[src/rtl/rtc_irq_pkg.sv]
`timescale 1ns/1ps
package rtc_irq_pkg;

    typedef struct packed {
        logic pf;
        logic af;
        logic uf;
    } flags_t;

    typedef struct packed {
        logic pie;
        logic aie;
        logic uie;
        logic inh;
    } ctl_t;

endpackage

[src/rtl/rtc_alarm_match.sv]
`timescale 1ns/1ps
module rtc_alarm_match #(
    parameter int BYTE_W = 8,
    parameter int N_TIME = 3,
    parameter int DOM_W  = 6
) (
    input  logic [N_TIME-1:0][BYTE_W-1:0] time_f,
    input  logic [N_TIME-1:0][BYTE_W-1:0] alarm_f,
    input  logic [BYTE_W-1:0]             time_dom,
    input  logic [DOM_W-1:0]              alarm_dom,
    output logic                          hit
);
    localparam int DC_W = 2;

    logic [N_TIME-1:0] field_ok;
    logic              dom_ok;

    // Per time field: match, or the top two bits mark it don't-care.
    for (genvar i = 0; i < N_TIME; i++) begin : g_field
        logic dc;
        always_comb begin
            dc          = &alarm_f[i][BYTE_W-1 -: DC_W];
            field_ok[i] = dc || (alarm_f[i] == time_f[i]);
        end
    end

    // Day-of-month: a zero field is don't-care, otherwise zero-extend and compare.
    always_comb begin
        dom_ok = (alarm_dom == '0) || (BYTE_W'(alarm_dom) == time_dom);
        hit    = dom_ok && (&field_ok);
    end

endmodule

[src/rtl/rtc_irq_ctl.sv]
`timescale 1ns/1ps
module rtc_irq_ctl
    import rtc_irq_pkg::*;
(
    input  logic clk,
    input  logic rst_n,
    input  logic ctl_load,
    input  logic ctl_pie,
    input  logic ctl_aie,
    input  logic ctl_uie,
    input  logic ctl_inhibit,
    output logic pie_en,
    output logic aie_en,
    output logic uie_en
);
    ctl_t ctl_d, ctl_q;

    always_comb begin
        ctl_d = ctl_q;
        if (ctl_load) begin
            ctl_d.pie = ctl_pie;
            ctl_d.aie = ctl_aie;
            ctl_d.inh = ctl_inhibit;
            // Inhibit forces the update enable off.
            ctl_d.uie = ctl_uie && !ctl_inhibit;
        end
    end

    always_ff @(posedge clk or negedge rst_n) begin
        if (!rst_n) begin
            ctl_q <= '0;
        end else begin
            ctl_q <= ctl_d;
        end
    end

    always_comb begin
        pie_en = ctl_q.pie;
        aie_en = ctl_q.aie;
        uie_en = ctl_q.uie && !ctl_q.inh;
    end

endmodule

[src/rtl/rtc_flag_bank.sv]
`timescale 1ns/1ps
module rtc_flag_bank
    import rtc_irq_pkg::*;
(
    input  logic   clk,
    input  logic   rst_n,
    input  logic   per_evt,
    input  logic   upd_evt,
    input  logic   alarm_hit,
    input  logic   stat_rd,
    input  logic   pie_en,
    input  logic   aie_en,
    input  logic   uie_en,
    output flags_t flags,
    output logic   intf
);
    typedef struct packed {
        flags_t fl;
        logic   intf;
    } bank_t;

    bank_t bank_d, bank_q;

    always_comb begin
        bank_d = bank_q;
        // A new event wins over a same-cycle read.
        bank_d.fl.pf = per_evt || (bank_q.fl.pf && !stat_rd);
        bank_d.fl.af = (upd_evt && alarm_hit) || (bank_q.fl.af && !stat_rd);
        bank_d.fl.uf = upd_evt || (bank_q.fl.uf && !stat_rd);
        bank_d.intf  = (bank_d.fl.pf && pie_en)
                    || (bank_d.fl.af && aie_en)
                    || (bank_d.fl.uf && uie_en)
                    || (bank_q.intf && !stat_rd);
    end

    always_ff @(posedge clk or negedge rst_n) begin
        if (!rst_n) begin
            bank_q <= '0;
        end else begin
            bank_q <= bank_d;
        end
    end

    always_comb begin
        flags = bank_q.fl;
        intf  = bank_q.intf;
    end

endmodule

[src/rtl/rtc_irq_flags.sv]
`timescale 1ns/1ps
module rtc_irq_flags
    import rtc_irq_pkg::*;
#(
    parameter int BYTE_W = 8,
    parameter int DOM_W  = 6
) (
    input  logic              clk,
    input  logic              rst_n,
    input  logic              ctl_load,
    input  logic              ctl_pie,
    input  logic              ctl_aie,
    input  logic              ctl_uie,
    input  logic              ctl_inhibit,
    input  logic              per_evt,
    input  logic              upd_evt,
    input  logic              stat_rd,
    input  logic [BYTE_W-1:0] time_sec,
    input  logic [BYTE_W-1:0] time_min,
    input  logic [BYTE_W-1:0] time_hr,
    input  logic [BYTE_W-1:0] time_dom,
    input  logic [BYTE_W-1:0] alm_sec,
    input  logic [BYTE_W-1:0] alm_min,
    input  logic [BYTE_W-1:0] alm_hr,
    input  logic [DOM_W-1:0]  alm_dom,
    output logic [BYTE_W-1:0] stat_byte,
    output logic              irq_oe
);
    localparam int N_TIME = 3;
    localparam int LOW_W  = BYTE_W - 4;

    logic [N_TIME-1:0][BYTE_W-1:0] time_f;
    logic [N_TIME-1:0][BYTE_W-1:0] alarm_f;
    logic   hit;
    logic   pie_en, aie_en, uie_en;
    flags_t flags;
    logic   intf;

    always_comb begin
        time_f  = {time_hr, time_min, time_sec};
        alarm_f = {alm_hr, alm_min, alm_sec};
    end

    rtc_alarm_match #(
        .BYTE_W (BYTE_W),
        .N_TIME (N_TIME),
        .DOM_W  (DOM_W)
    ) u_match (
        .time_f    (time_f),
        .alarm_f   (alarm_f),
        .time_dom  (time_dom),
        .alarm_dom (alm_dom),
        .hit       (hit)
    );

    rtc_irq_ctl u_ctl (
        .clk         (clk),
        .rst_n       (rst_n),
        .ctl_load    (ctl_load),
        .ctl_pie     (ctl_pie),
        .ctl_aie     (ctl_aie),
        .ctl_uie     (ctl_uie),
        .ctl_inhibit (ctl_inhibit),
        .pie_en      (pie_en),
        .aie_en      (aie_en),
        .uie_en      (uie_en)
    );

    rtc_flag_bank u_bank (
        .clk       (clk),
        .rst_n     (rst_n),
        .per_evt   (per_evt),
        .upd_evt   (upd_evt),
        .alarm_hit (hit),
        .stat_rd   (stat_rd),
        .pie_en    (pie_en),
        .aie_en    (aie_en),
        .uie_en    (uie_en),
        .flags     (flags),
        .intf      (intf)
    );

    always_comb begin
        stat_byte = {intf, flags.pf, flags.af, flags.uf, {LOW_W{1'b0}}};
        irq_oe    = intf;
    end

endmodule

[config.mk]
export PLATFORM = sky130hd
export DESIGN_NAME = rtc_irq_flags
export DESIGN_NICKNAME = d
export VERILOG_FILES = /design/src/rtl/rtc_irq_pkg.sv /design/src/rtl/rtc_alarm_match.sv /design/src/rtl/rtc_irq_ctl.sv /design/src/rtl/rtc_flag_bank.sv /design/src/rtl/rtc_irq_flags.sv
export SDC_FILE = /design/constraint.sdc
export NUM_CORES = 1
export LEC_CHECK = 0
export BUFFER_PORTS_ARGS = -buffer_cell sky130_fd_sc_hd__buf_4
export CORE_MARGIN = 3
export CORE_UTILIZATION = 36
export DETAILED_ROUTE_END_ITERATION = 7
export PLACE_DENSITY_LB_ADDON = 0.15
export SLEW_MARGIN = 40
export SYNTH_ARGS = -nofsm -noshare
export SYNTH_HDL_FRONTEND = slang
export SYNTH_HIERARCHICAL = 1
export SYNTH_SLANG_ARGS = --single-unit
[constraint.sdc]
create_clock -name clk -period 2.98 [get_ports clk]
set_input_delay 0.596 -clock clk [delete_from_list [all_inputs] [get_ports clk]]
set_output_delay 0.596 -clock clk [all_outputs]
set_load 0.02 [all_outputs]
# After elaboration in Yosys (flattened, before gate mapping)
# Cells that the tools add are included.
# Widths: inputs -> output; s select.
totals:
  register_bits: 8
  latch_bits: 0
  ramBits: 0
  mem_bits_ro: 0
  out_inout_bits: 9
  word_cells: 41
  mem_count: 0
op_classes:
  n_addsub: 0
  mul: 0
  div: 0
  magnitude_cmp: 0
  n_eq_ne: 4
  n_shift: 0
  mux: 0
  n_bitwise: 0
  n_reduce_logical: 29
op_table:
  columns: ["cell", "count"]
  rows:
  - ["$eq 8x8->1", 3]
  - ["$logic_and 1x1->1", 11]
  - ["$logic_or 1x1->1", 10]
  - ["$eq 6x8->1", 1]
  - ["$logic_not 6->1", 1]
  - ["$reduce_and 2->1", 3]
  - ["$logic_not 1->1", 3]
  - ["$reduce_and 3->1", 1]

# Longest topological paths before layout
logic_depth:
  word_depth: 10
  mapped_depth: 7
  mapped_depth_nobuf: 7

# Modules after synthesis
# Netlist, hierarchy kept.
by_module_without_submodules:
  columns: ["mod", "n_inst", "cells_per_inst", "area_per_inst_um2", "seq_area_each_um2"]
  rows:
  - ["rtc_alarm_match", 1, 46, 367.9, 0.0]
  - ["rtc_flag_bank", 1, 15, 167.7, 100.1]
  - ["rtc_irq_ctl", 1, 11, 153.9, 100.1]
  - ["rtc_irq_flags", 1, 6, 41.3, 0.0]

# Worst setup path after synthesis
# OpenSTA, ideal clock, no wires.
synth_path:
  kind: "input port to flip-flop"
  start: "input port alm_sec[6]"
  end: "register u_bank.bank_q (netlist bit u_bank/intf)"
  t_arrival_ns: 1.788
  t_required_ns: 2.915
  setup_slack_ns: 1.127
  cell_stages: 7
  cell_sequence: "xor2_1 nor4_1 a22oi_1 a2111oi_2 nand2_1 a21boi_0 a2111o_1"
synth_lines:
  columns: ["item", "line", "text"]
  rows:
  - ["from (decl)", "rtc_irq_flags.sv:22", "input logic [BYTE_W-1:0] alm_sec,"]
  - ["to (signal assigned)", "rtc_flag_bank.sv:40", "bank_q <= bank_d;"]
  - ["to (decl)", "rtc_flag_bank.sv:22", "bank_t bank_d, bank_q;"]

==> reports/qor.csv <==
stage;metric;value;unit
global_route;grt_pass1_wl;3640;µm
power_and_ir_drop;p_per_area;273;nW/µm²
global_route;grt_usage;0.184;
sta;setup_viol;0;
logic_synthesis;synth_common_cells;28 x xor2_1, 8 x dfrtp_1, 7 x nor4_1, 5 x buf_4;
clocking;cts.sinks;8;
sta;rsz0062_at_grt;no;
logic_synthesis;synthFlopType;dfrtp_1;
setup_path;crit_required;3.17;ns
logic_synthesis;ys_ff_latch;8;
route;wl;2330;µm
clocking;ctsResizeCount;0;
logic_synthesis;yosysTopAreaCellShare;0.336;
setup_path;cp-end-kind;flop;
logic_synthesis;yosysTopAreaCell;xor2_1;
logic_synthesis;ys_seq_area_frac;0.274;
final_layout;fin_util;0.730;
logic_synthesis;synth_top_family_by_area;XOR/XNOR gates;
clocking;root_buffer;clkbuf_4;
run;cap_violations;0;
global_route;antenna_found_initial;0;
logic_synthesis;synth-compound-area-share;0.113;
route;viasPerCell;4.73;
floorplan;die_w;51.1;µm
clocking;clk_pin_slew;0.05;ns
floorplan;io_pins;81;
logic_synthesis;yosysMostFrequentCell;xor2_1;
power_and_ir_drop;irDropWorstVdd;0.361;mV
floorplan;die_y;51.1;µm
placed_design;place_inst;177;
logic_synthesis;synth_warnings;6;
setup_path;cp_max_fo;2;
setup_path;worstPathArrival;2.06;ns
logic_synthesis;synth_mux_area_frac;0.0462;
placed_design;dp_hpwl;2160;µm
logic_synthesis;synth.distinct_cells;23;
sta;setup-tns-final;0;ns
sta;finalCritPeriodShare;0.627;
floorplan;die-area;2610;µm²
clocking;ctsHtreeMaxLevel;1;
clocking;postCtsSetupBuffers;0;
setup_path;worstSetupPathType;in -> reg;
clocking;numCtsBuffers;3;
global_route;grt-ovfl-total;0;
final_layout;layout-drive-gt1-share;0.542;
logic_synthesis;yosys-top-cells-area;xor2_1 34%, dfrtp_1 27%, nor4_1 6.0%, buf_4 5.1%, mux2_2 4.6%;
clocking;cts_tree;done;
logic_synthesis;synthArstFlopShare;1.00;
route;drc_errors;0;
final_layout;fin_cells;180;
logic_synthesis;syn-cell-area;731;µm²
final_layout;n_antenna_cell;0;
placed_design;gp_congestion;0.779;
route;ant_nets;0;
sta;hold_viol;0;
clocking;cts_hold_buffers;0;
worst_hold_path;min_path_type;in -> async;
sta;timing.final.crit_period;1.87;ns
sta;timing.fmax;536;MHz
route;drt_iter0_markers;8;
sta;slew_viol_final;0;
placed_design;portBuffers;76;
final_layout;syn_to_final_growth;81.8;%
global_route;grt_pass1_vias;905;
route;firstDrtPassIters;4;
global_route;grt_max_degree;9;
logic_synthesis;synthAdderAreaFrac;0;
final_layout;nets;229;
route;wl_per_cell;12.9;µm
logic_synthesis;synth-xor-area-share;0.360;
clocking;clock_latency;0.25;ns
route;vias;852;
run_status;status;finished, final reports clean;
floorplan;initial_core_util;0.401;
logic_synthesis;synth_edf_count;0;
clocking;clockBufferDepth;2;
setup_path;crit_path_start_kind;primary input;
logic_synthesis;synthCells;78;
logic_synthesis;syn_area_per_cell;9.37;µm²
floorplan;core;1820;µm²
logic_synthesis;synthSimpleGateAreaFrac;0.140;
sta;clock_skew;0.000695;ns
power_and_ir_drop;p_leak;0.681;nW
floorplan;row_count;15;
setup_path;r2r_cells;5;
==> path summary, 6_finish.rpt <==
path	startpoint	end	slack (ns)
worst max-delay path	alm_sec[7]	u_bank/intf	1.11
worst min-delay path	rst_n	u_bank/flags[2]	0.15
worst max register to register	u_ctl/ctl_q[1]	u_bank/intf	1.86
worst min register to register	u_ctl/pie_en	u_bank/intf	0.50
max in group asynchronous	rst_n	u_ctl/ctl_q[0]	2.70
min in group clk	u_ctl/pie_en	u_bank/intf	0.50
==> cells in the final DEF, fill, tap and decap left out, types with 2 or more instances in the layout <==
cell type  instances
a22oi_1            3
buf_4             76
clkbuf_4           3
conb_1             4
dfrtp_1            8
inv_1              2
mux2_2             3
nand2_1            3
nor2_1             3
nor3_1             2
nor4_1             7
xnor2_1            2
xor2_1            28
==> stage by stage <==
step / hold WS [ns] / power [W] / area, µm² / setup slack, ns
2_1_floorplan: 0.300 / 0.000188 / 742 / 1.13
3_3_place_gp: 0.418 / 0.000277 / 1310 / 0.917
6_report: 0.151 / 0.000363 / 1330 / 1.11
4_1_cts: 0.152 / 0.000367 / 1330 / 1.11
3_5_place_dp: 0.421 / 0.000283 / 1310 / 0.833
5_1_grt: 0.143 / 0.000388 / 1330 / 0.975
==> cells by family after synthesis <==
kind of cell,after synthesis
AO/OA/AOI/OAI,10
XOR/XNOR,30
buffers and inverters,7
multiplexers,3
flip-flops,8
other,1
AND/OR/NAND/NOR,19
==> per-layer routing <==
metal / share of wire / up-vias / track usage
li1: - / 417 / -
met1: 0.31 / 378 / 0.180
met2: 0.56 / 51 / 0.367
met3: 0.099 / 6 / 0.0612
met4: 0.024 / 0 / 0.0359
met5: 0 / - / 0
==> state kept, by name, summed over array words and instances (netlist names) <==
name and flops:
u_ctl/ctl_q 2, u_bank/flags 3, u_ctl/pie_en 1, u_bank/intf 1, u_ctl/aie_en 1
==> worst max-delay path, cell delays in order <==
cell,delay (ns)
buf_4,0.12
xor2_1,0.15
nor4_1,0.28
a22oi_1,0.16
a2111oi_2,0.35
nand2_1,0.10
a21boi_0,0.19
a2111o_1,0.12
==> report_power, final <==
group | switching [W] | internal, W
clock network | 0.0000365 | 0.0000461
registers | 0.00000537 | 0.000118
logic | 0.0000608 | 0.0000960
total | 0.000103 | 0.000260
==> area by class of cell <==
cell class | count | area (µm²)
inverters | 2 | 7.51
clock buffers | 3 | 22.5
flip-flops and latches | 8 | 200
well taps | 25 | 31.3
repair buffers | 76 | 571
fillers | 150 | 492
multi-input cells | 66 | 497
Note: power is estimated with default switching activity, not from simulation.
